<file path="src/rtl/xsmq_pkg.sv">
package xsmq_pkg;

    typedef enum logic [3:0] {
        OP_SHL_EXT     = 4'd0,
        OP_SHR_EXT     = 4'd1,
        OP_SHR_ALG_EXT = 4'd2,
        OP_SHL_LONG_MQ = 4'd3,
        OP_SHL_MQ      = 4'd4,
        OP_SHL_EXT_MQ  = 4'd5,
        OP_SHR_EXT_MQ  = 4'd6,
        OP_SHR_LONG_MQ = 4'd7,
        OP_SHR_MQ      = 4'd8,
        OP_SHR_ALG_MQ  = 4'd9,
        OP_ROT_INSERT  = 4'd10,
        OP_BIT_INSERT  = 4'd11,
        OP_MASK_INSERT = 4'd12,
        OP_MUL_WIDE    = 4'd13,
        OP_RSVD_14     = 4'd14,
        OP_RSVD_15     = 4'd15
    } xsmq_op_e;

endpackage

</file>
<file path="src/rtl/xsmq_rotator.sv">
module xsmq_rotator #(
    parameter int WIDTH = 32,
    localparam int LOG  = $clog2(WIDTH)
) (
    input  logic [WIDTH-1:0] data_i,
    input  logic [LOG-1:0]   amt_i,
    output logic [WIDTH-1:0] rotl_o
);

    logic [WIDTH-1:0] stage [LOG+1];

    assign stage[0] = data_i;

    for (genvar k = 0; k < LOG; k++) begin : g_stage
        localparam int STEP = 1 << k;
        assign stage[k+1] = amt_i[k]
            ? {stage[k][WIDTH-1-STEP:0], stage[k][WIDTH-1:WIDTH-STEP]}
            : stage[k];
    end

    assign rotl_o = stage[LOG];

endmodule

</file>
<file path="src/rtl/xsmq_maskgen.sv">
module xsmq_maskgen #(
    parameter int WIDTH = 32,
    localparam int LOG  = $clog2(WIDTH)
) (
    input  logic [LOG:0]     amt_i,
    output logic [WIDTH-1:0] lmask_o,
    output logic [WIDTH-1:0] rmask_o,
    output logic [WIDTH-1:0] rmask_long_o,
    output logic [WIDTH-1:0] bitpos_o
);

    localparam logic [WIDTH-1:0] ALL_ONES = {WIDTH{1'b1}};
    localparam logic [WIDTH-1:0] TOP_BIT  = {1'b1, {(WIDTH-1){1'b0}}};
    localparam logic [WIDTH-1:0] LOW_BIT  = {{(WIDTH-1){1'b0}}, 1'b1};

    logic [LOG-1:0]   n;
    logic             long_sel;
    logic [WIDTH-1:0] lmask_raw;
    logic [WIDTH-1:0] rmask_raw;

    assign n        = amt_i[LOG-1:0];
    assign long_sel = amt_i[LOG];

    always_comb begin
        lmask_raw    = ALL_ONES << n;
        rmask_raw    = $unsigned($signed(TOP_BIT) >>> n);
        lmask_o      = long_sel ? ~lmask_raw : lmask_raw;
        rmask_o      = rmask_raw;
        rmask_long_o = long_sel ? ~rmask_raw : rmask_raw;
        // rotating the top bit left by n lands on (n-1) mod WIDTH
        bitpos_o     = LOW_BIT << (n - LOG'(1));
    end

endmodule

</file>
<file path="src/rtl/xsmq_alu.sv">
module xsmq_alu
    import xsmq_pkg::*;
#(
    parameter int WIDTH = 32,
    localparam int LOG  = $clog2(WIDTH)
) (
    input  xsmq_op_e         op_i,
    input  logic [WIDTH-1:0] a_i,
    input  logic [WIDTH-1:0] b_i,
    input  logic [WIDTH-1:0] m_i,
    input  logic [LOG:0]     amt_i,
    input  logic [WIDTH-1:0] mq_old_i,
    input  logic [WIDTH-1:0] rot_l_i,
    input  logic [WIDTH-1:0] rot_r_i,
    input  logic [WIDTH-1:0] lmask_i,
    input  logic [WIDTH-1:0] rmask_i,
    input  logic [WIDTH-1:0] rmask_long_i,
    input  logic [WIDTH-1:0] bitpos_i,
    output logic [WIDTH-1:0] res_o,
    output logic [WIDTH-1:0] mq_o,
    output logic             mq_we_o
);

    logic [LOG-1:0]     n;
    logic               long_sel;
    logic [WIDTH-1:0]   shl;
    logic [WIDTH-1:0]   shr;
    logic [WIDTH-1:0]   sra;
    logic [WIDTH-1:0]   spill;
    logic [2*WIDTH-1:0] prod;

    assign n        = amt_i[LOG-1:0];
    assign long_sel = amt_i[LOG];

    always_comb begin
        shl   = a_i << n;
        shr   = a_i >> n;
        sra   = $unsigned($signed(a_i) >>> n);
        spill = (n == '0) ? '0 : (mq_old_i >> (WIDTH - int'(n)));
        prod  = (2*WIDTH)'(a_i) * (2*WIDTH)'(b_i);

        res_o   = '0;
        mq_o    = mq_old_i;
        mq_we_o = 1'b0;

        unique case (op_i)
            OP_SHL_EXT: begin
                res_o = shl;     mq_o = rot_l_i; mq_we_o = 1'b1;
            end
            OP_SHR_EXT: begin
                res_o = sra;     mq_o = rot_r_i; mq_we_o = 1'b1;
            end
            OP_SHR_ALG_EXT: begin
                res_o = sra;     mq_o = shr;     mq_we_o = 1'b1;
            end
            OP_SHL_LONG_MQ: begin
                res_o = (shl & lmask_i) | (mq_old_i & ~lmask_i);
            end
            OP_SHL_MQ: begin
                res_o = rot_l_i & lmask_i;
                mq_o  = rot_l_i; mq_we_o = 1'b1;
            end
            OP_SHL_EXT_MQ: begin
                res_o = shl | spill;
                mq_o  = rot_l_i; mq_we_o = 1'b1;
            end
            OP_SHR_EXT_MQ: begin
                res_o = shr | (mq_old_i & rmask_i);
                mq_o  = rot_r_i; mq_we_o = 1'b1;
            end
            OP_SHR_LONG_MQ: begin
                res_o = (shr & rmask_long_i) | (mq_old_i & ~rmask_long_i);
                mq_o  = rot_r_i; mq_we_o = 1'b1;
            end
            OP_SHR_MQ: begin
                res_o = shr;     mq_o = rot_r_i; mq_we_o = 1'b1;
            end
            OP_SHR_ALG_MQ: begin
                res_o = long_sel ? {WIDTH{a_i[WIDTH-1]}} : sra;
                mq_o  = rot_r_i; mq_we_o = 1'b1;
            end
            OP_ROT_INSERT: begin
                res_o = (rot_l_i & m_i) | (b_i & ~m_i);
            end
            OP_BIT_INSERT: begin
                res_o = (b_i & ~bitpos_i) | (a_i[WIDTH-1] ? bitpos_i : '0);
            end
            OP_MASK_INSERT: begin
                res_o = (a_i & ~m_i) | (b_i & m_i);
            end
            OP_MUL_WIDE: begin
                res_o   = prod[WIDTH-1:0];
                mq_o    = prod[2*WIDTH-1:WIDTH];
                mq_we_o = 1'b1;
            end
            default: begin
                res_o = '0;
            end
        endcase
    end

endmodule

</file>
<file path="src/rtl/xshift_mq_unit.sv">
module xshift_mq_unit
    import xsmq_pkg::*;
#(
    parameter int WIDTH  = 32,
    localparam int LOG   = $clog2(WIDTH),
    localparam int AMT_W = LOG + 1
) (
    input  logic             clk,
    input  logic             rst_n,
    input  logic             valid_i,
    input  logic [3:0]       op_i,
    input  logic [WIDTH-1:0] src_a_i,
    input  logic [WIDTH-1:0] src_b_i,
    input  logic [WIDTH-1:0] mask_i,
    input  logic [AMT_W-1:0] amt_i,
    output logic [WIDTH-1:0] res_o,
    output logic [WIDTH-1:0] mq_o,
    output logic             res_valid_o
);

    typedef struct packed {
        logic [WIDTH-1:0] res;
        logic [WIDTH-1:0] mq;
        logic             vld;
    } unit_state_t;

    unit_state_t st_d, st_q;

    logic [LOG-1:0]   n_fwd;
    logic [LOG-1:0]   n_back;
    logic [WIDTH-1:0] rot_l;
    logic [WIDTH-1:0] rot_r;
    logic [WIDTH-1:0] lmask;
    logic [WIDTH-1:0] rmask;
    logic [WIDTH-1:0] rmask_long;
    logic [WIDTH-1:0] bitpos;
    logic [WIDTH-1:0] alu_res;
    logic [WIDTH-1:0] alu_mq;
    logic             alu_mq_we;

    assign n_fwd  = amt_i[LOG-1:0];
    assign n_back = LOG'(0) - n_fwd;

    xsmq_rotator #(.WIDTH(WIDTH)) u_rot_left (
        .data_i (src_a_i),
        .amt_i  (n_fwd),
        .rotl_o (rot_l)
    );

    xsmq_rotator #(.WIDTH(WIDTH)) u_rot_right (
        .data_i (src_a_i),
        .amt_i  (n_back),
        .rotl_o (rot_r)
    );

    xsmq_maskgen #(.WIDTH(WIDTH)) u_masks (
        .amt_i        (amt_i),
        .lmask_o      (lmask),
        .rmask_o      (rmask),
        .rmask_long_o (rmask_long),
        .bitpos_o     (bitpos)
    );

    xsmq_alu #(.WIDTH(WIDTH)) u_alu (
        .op_i         (xsmq_op_e'(op_i)),
        .a_i          (src_a_i),
        .b_i          (src_b_i),
        .m_i          (mask_i),
        .amt_i        (amt_i),
        .mq_old_i     (st_q.mq),
        .rot_l_i      (rot_l),
        .rot_r_i      (rot_r),
        .lmask_i      (lmask),
        .rmask_i      (rmask),
        .rmask_long_i (rmask_long),
        .bitpos_i     (bitpos),
        .res_o        (alu_res),
        .mq_o         (alu_mq),
        .mq_we_o      (alu_mq_we)
    );

    always_comb begin
        st_d     = st_q;
        st_d.vld = valid_i;
        if (valid_i) begin
            st_d.res = alu_res;
            if (alu_mq_we) begin
                st_d.mq = alu_mq;
            end
        end
    end

    always_ff @(posedge clk) begin
        if (!rst_n) begin
            st_q <= '0;
        end else begin
            st_q <= st_d;
        end
    end

    assign res_o       = st_q.res;
    assign mq_o        = st_q.mq;
    assign res_valid_o = st_q.vld;

endmodule

</file>
<file path="config.mk">
export PLATFORM = sky130hd
export DESIGN_NAME = xshift_mq_unit
export DESIGN_NICKNAME = d
export VERILOG_FILES = /design/src/rtl/xsmq_pkg.sv /design/src/rtl/xsmq_rotator.sv /design/src/rtl/xsmq_maskgen.sv /design/src/rtl/xsmq_alu.sv /design/src/rtl/xshift_mq_unit.sv
export SDC_FILE = /design/constraint.sdc
export NUM_CORES = 2
export LEC_CHECK = 0
export BUFFER_PORTS_ARGS = -buffer_cell sky130_fd_sc_hd__buf_2
export CORE_MARGIN = 2
export CORE_UTILIZATION = 55
export CTS_CLUSTER_DIAMETER = 120
export DETAILED_ROUTE_END_ITERATION = 8
export PLACE_DENSITY = 0.75
export SYNTH_ARGS = -nofsm -noshare
export SYNTH_HDL_FRONTEND = slang
export SYNTH_SLANG_ARGS = --single-unit
</file>
<file path="constraint.sdc">
create_clock -name clk -period 20.5 [get_ports clk]
set_clock_uncertainty 0.15 [all_clocks]
set_input_delay 4.1 -clock clk [delete_from_list [all_inputs] [get_ports clk]]
set_output_delay 4.1 -clock clk [all_outputs]
set_load 0.05 [all_outputs]
</file>
# Yosys cells after proc, flatten, opt, wreduce, memory -nomap -nowiden
# Index checks and enable logic that the tools add are counted.
[word_totals] reg_bits=65 latchBits=0 ram_bits=0 rom_bits=0 n_memories=0
[op_classes] n_addsub=3 mul=1 div_mod_pow=0 magnitude_cmp=0 eq_ne=13 n_shift=7 n_mux=18 n_bitwise=24 reduce_logical=8
[ops] cell="32-bit 2-to-1 mux" n=15
[ops] cell="32-bit one-hot mux with 13 select lines" n=1
[ops] cell="32-bit bitwise AND" n=11
[ops] cell="32-bit bitwise OR" n=7
[ops] cell="32-bit inverter" n=6
[ops] cell="32-bit one-hot mux with 4 select lines" n=1
[ops] cell="32-bit by 32-bit multiplier with 64-bit output" n=1
[ops] cell="1-bit by 5-bit << shifter with 32-bit output (first input constant)" n=1
[ops] cell="32-bit by 5-bit << shifter with 32-bit output" n=1
[ops] cell="32-bit by 5-bit << shifter with 32-bit output (first input constant)" n=1
[ops] cell="32-bit by 32-bit >> shifter with 32-bit output" n=1
[ops] cell="32-bit by 5-bit >> shifter with 32-bit output" n=1
[ops] cell="32-bit by 5-bit >>> shifter with 32-bit output" n=1
[ops] cell="32-bit by 5-bit >>> shifter with 32-bit output (first input constant)" n=1
[ops] cell="4-bit equality test (second input constant)" n=6
[ops] cell="4-bit by 3-bit equality test with 1-bit output (second input constant)" n=4
[ops] cell="10-bit OR reduction" n=1
[ops] cell="4-bit by 2-bit equality test with 1-bit output (second input constant)" n=2
[ops] cell="6-bit by 5-bit subtractor with 7-bit output (first input constant)" n=1
[ops] cell="5-bit zero test" n=1
[ops] cell="5-bit OR reduction" n=1
[ops] cell="1-bit by 5-bit subtractor with 5-bit output (first input constant)" n=1
[ops] cell="5-bit by 1-bit subtractor with 5-bit output (second input constant)" n=1
[ops] cell="4-bit by 1-bit equality test with 1-bit output (second input constant)" n=1
[ops] cell="other kinds (6)" n=6

# Logic depth before layout (Yosys ltp)
[depth] word_depth=8 mapped_depth=31

# By module
# A second synthesis with hierarchy kept.
[hier_totals] cells_unflattened=5948 area_unflattened_um2=51314.2
[by_module_without_submodules] module="xsmq_alu" instances=1 cells_per_inst=5253 area_per_inst_um2=43415.4 seq_area_each_um2=0.0
[by_module_without_submodules] module="xsmq_rotator" instances=2 cells_per_inst=116 area_per_inst_um2=1948.1 seq_area_each_um2=0.0
[by_module_without_submodules] module="xshift_mq_unit" instances=1 cells_per_inst=259 area_per_inst_um2=2713.9 seq_area_each_um2=1301.2
[by_module_without_submodules] module="xsmq_maskgen" instances=1 cells_per_inst=204 area_per_inst_um2=1288.7 seq_area_each_um2=0.0

# Worst setup path after synthesis
# No wires, ideal clock.
[synth_path] kind="input to register" from="in src_a_i[31]" to="reg st_q, in the netlist mq_o[31]" arrival_time_ns=11.622 required_ns=20.226 path_slack_ns=8.605 cell_stages=31 path_buffers=6 path_cell_list="clkbuf_1 -> clkbuf_1 -> clkbuf_1 -> buf_1 -> clkbuf_1 -> nand2_1 -> fa_1 -> inv_1 -> fa_1 -> fa_1 -> inv_1 -> fa_1 -> inv_1 -> fa_1 -> fa_1 -> fa_1 -> inv_1 -> fa_1 -> inv_1 -> ha_1 -> clkbuf_1 -> and4_1 -> nand3_1 -> nor2b_1 -> a211oi_1 -> o211ai_2 -> a211o_1 -> nand2_2 -> o41ai_1 -> xnor2_1 -> o21ai_1"
[synth_between] elab_chain_cells=6
[synth_lines] element="start, declared" line="xshift_mq_unit.sv:12" rtl="input logic [WIDTH-1:0] src_a_i,"
[synth_lines] element="branches (longest 5 deep; another with 32-bit by 32-bit multiplier with 64-bit output)"
[synth_lines] element="32-bit one-hot mux with 4 select lines *" line="xsmq_alu.sv:46" rtl="unique case (op_i)"
[synth_lines] element="end signal, assigned" line="xshift_mq_unit.sv:97" rtl="st_q <= st_d;"
[synth_lines] element="end, declared" line="xshift_mq_unit.sv:27" rtl="unit_state_t st_d, st_q;"
# Mark *: on every way between the ends.
# A chain may end at the register's enable or synchronous reset.

# Final worst setup path
[layout_path] from="in src_a_i[17]" to="reg st_q, in the netlist mq_o[0]"
# Same word-level chain as after synthesis.

==> out/results.tsv <==
stage	metric	value	unit
yosys	synth_cells	6146	
clock_network	clk_pin_slew	0.08	ns
route	dr.pass1.iters	9	
timing	drv_slew	4	
floorplanning	start_util	55.4	%
clock_network	cts_sinks	65	
worst_hold_path	hold_start	res_o[0]	
worst_hold_path	worstHoldPathCells	2	
status	violations	max-capacitance violations, max-slew violations	
timing	finalHoldViolCount	0	
timing	setup-tns-final	0	ns
yosys	synth_flop_cell	dfxtp_1	
route	avgRoutedWirePerCell	34.6	um
yosys	synth_compound_area_share	12.9	%
yosys	yosys.area.top_type	fa_1	
yosys	synth_top_area_share	36.0	%
worst_hold_path	hold_class	register to register	
global_routing	grt_util_all_layers	53.5	%
yosys	async_flop_share	0	%
setup_path	crit_path_frequent_cell	fa_1	
setup_path	cp_top_family	adder cells	
placed_design	port_buffers	173	
global_routing	grt-ovfl-total	0	
yosys	ys_types	88	
final_layout	layout_common_cells	896 x fa_1, 895 x inv_1, 791 x nand2_1, 579 x and2_1, 340 x nor2_1	
yosys	avgSynthCellArea	8.10	um^2
timing	relSlewSlack	-3.82	%
floorplanning	die_w	305	um
setup_path	crit_arrival	13.20	ns
route	drc	0	
yosys	synth-seq-cells	65	
setup_path	cp-start-kind	primary input	
floorplanning	die_h	305	um
setup_path	r2r_start	mq_o[28]	
final_layout	syn2layout_area_growth	4.18	%
clock_network	cts_buffers	9	
timing	period_minus_slack	13.00	ns
final_layout	drive_gt1_share	8.52	%
setup_path	slowest_delay	0.86	ns
clock_network	cts_buffer_depth	2	
yosys	syn-cell-area	49800	um^2
yosys	synth_area_leaders	fa_1 36%, and2_1 7.3%, ha_1 6.8%, inv_1 6.8%, nand2_1 6.0%	
setup_path	critPathKind	primary input to register	
setup_path	crit_slowest_cell	xor2_1	
floorplanning	fp-row-count	110	
setup_path	ff2ff_path_depth	7	
route	final_antenna_net_count	0	
final_layout	layout.nets	7281	
status	outcome	finished with violations	
yosys	muxShareOfSynthArea	9.85	%
placed_design	place.gp.congestion	1.13	
route	via_count	50100	
yosys	synth_top_family_by_area	adder cells	
global_routing	grt_max_degree	62	
worst_hold_path	holdPathEnd	res_o[0]	
timing	finalSetupViolations	0	
clock_network	cts_setup_buffers	0	
clock_network	cts_tree	done	
yosys	synth_edf_count	0	
floorplanning	core	89900	um^2
yosys	seq_area_frac_synth	2.62	%
route	drt_iter0_drc	7459	
global_routing	grt_first_pass_wirelength	354000	um
clock_network	cts_resized	0	
setup_path	regToRegSetupSlack	16.59	ns
timing	finalCritPeriodShare	63.4	%
global_routing	antenna_found_initial	42	
yosys	syn-num-nets	7422	
clock_network	cts_htree_levels	3	
clock_network	clock_latency	0.42	ns
setup_path	crit_path_cell_trace	buf_2, buf_4, and2_1, fa_1, fa_1, inv_1, fa_1, fa_1, inv_1, fa_1, fa_1, fa_1, fa_1, ha_1, a21o_1, a21o_1, a21oi_1, o211ai_1, a31oi_1, o21ai_0, xor2_1, a221oi_1, a21oi_1	
setup_path	critPathBufInv	4	
route	drt_wl_total	250000	um
floorplanning	die_area	92900	um^2
final_layout	final_common_cell	fa_1	
yosys	yosys.area_share.xor_xnor	1.51	%
setup_path	required	20.70	ns
timing	grt_setup_unrepaired	no	
route	vias_per_cell	6.93	
yosys	synthSimpleGateAreaFrac	19.5	%
global_routing	grt_pass1_vias	49600	
placed_design	dpl.hpwl	181000	um
clock_network	clockRootBuffer	clkbuf_16	
timing	worst_pin_slew	1.55	ns
setup_path	critPathCaptureType	register	
clock_network	cts_hold_buffers	0	
setup_path	r2r_end	res_o[1]	
floorplanning	ios	174	
yosys	yosys_warnings	0	
yosys	synth_fa_ha_area_share	42.9	%
flow_run	drv_cap	1	
timing	fmax	76.9	MHz
setup_path	crit_fanout	29	
Yosys cell counts, drive strengths merged (24+ instances only):
library cell and n:
nand2 794, a21oi 301, inv 899, clkbuf 388
a21o 47, a31oi 58, dfxtp 65, mux2 49
a22oi 33, a221oi 25, nand3 80, o22ai 55
nor3 67, o211ai 36, mux4 74, fa 896
a211oi 51, mux2i 268, nor4 24, ha 271
nor2b 38, xnor2 62, nor2 346, o221ai 28
o21ai 247, and2 581, buf 93, nand4 27
worst max path at each step:
stage,start,endpoint,slack (ns),cells after the start
4_1_cts,src_a_i[12],mq_o[30],7.93,26
5_1_grt,src_a_i[12],mq_o[30],7.36,26
2_1_floorplan,src_a_i[31],mq_o[31],8.60,31
6_report,src_a_i[17],mq_o[0],7.50,23
3_5_place_dp,src_a_i[12],mq_o[30],7.56,26
3_3_place_gp,src_a_i[12],mq_o[26],7.66,26
area by class of cell:
class | instances | area [um^2]
Fill cell | 7998 | 38000
Sequential cell | 65 | 1300
Clock buffer | 9 | 225
Inverter | 900 | 3380
Clock inverter | 7 | 53.8
Tap cell | 1176 | 1470
Multi-Input combinational cell | 4700 | 43300
Timing Repair Buffer | 329 | 2050
Antenna cell | 38 | 95.1
metal layers:
metal / GRT usage, % / share of wire [%] / vias up
li1: - / - / 19600
met1: 64.8 / 35 / 24800
met2: 74.4 / 40 / 4293
met3: 25.7 / 15 / 1313
met4: 37.4 / 9.1 / 32
met5: 2.48 / 0.22 / -
sequential cells by signal, indices dropped and copies added, names as in the netlist:
signal / flops
res_valid_o: 1
mq_o: 32
res_o: 32
through the flow:
stage / hold slack, ns / area [um^2] / setup slack, ns / cells / util, %
after CTS: 0.384 / 51700 / 7.93 / 7185 / 57.6
after global placement: 0.375 / 51500 / 7.66 / 7169 / 57.3
after detailed placement: 0.372 / 51500 / 7.56 / 7169 / 57.3
final: 0.398 / 51800 / 7.50 / 7224 / 57.7
after floorplan: 0.536 / 49800 / 8.60 / 6146 / -
after global routing: 0.394 / 51800 / 7.36 / 7190 / 57.6
kinds of logic after synthesis:
group                      count (synthesis)
AOI/OAI and AO/OA                       1028
xor gates and xnor gates                  84
adders and majority gates               1167
buffers and inverters                   1381
DFF                                       65
muxes                                    391
and+or+nand+nor                         2030
tightest hold or removal path, delay by kind of cell, from the launching register on:
kind,cells,cell delay [ns]
AO/OA/AOI/OAI,1,0.07
flip-flops,1,0.34
AND/OR/NAND/NOR,1,0.09
Power is left out: the tool's default activity adds up to more than one toggle a clock period on the data nets, which glitch-free logic cannot reach.
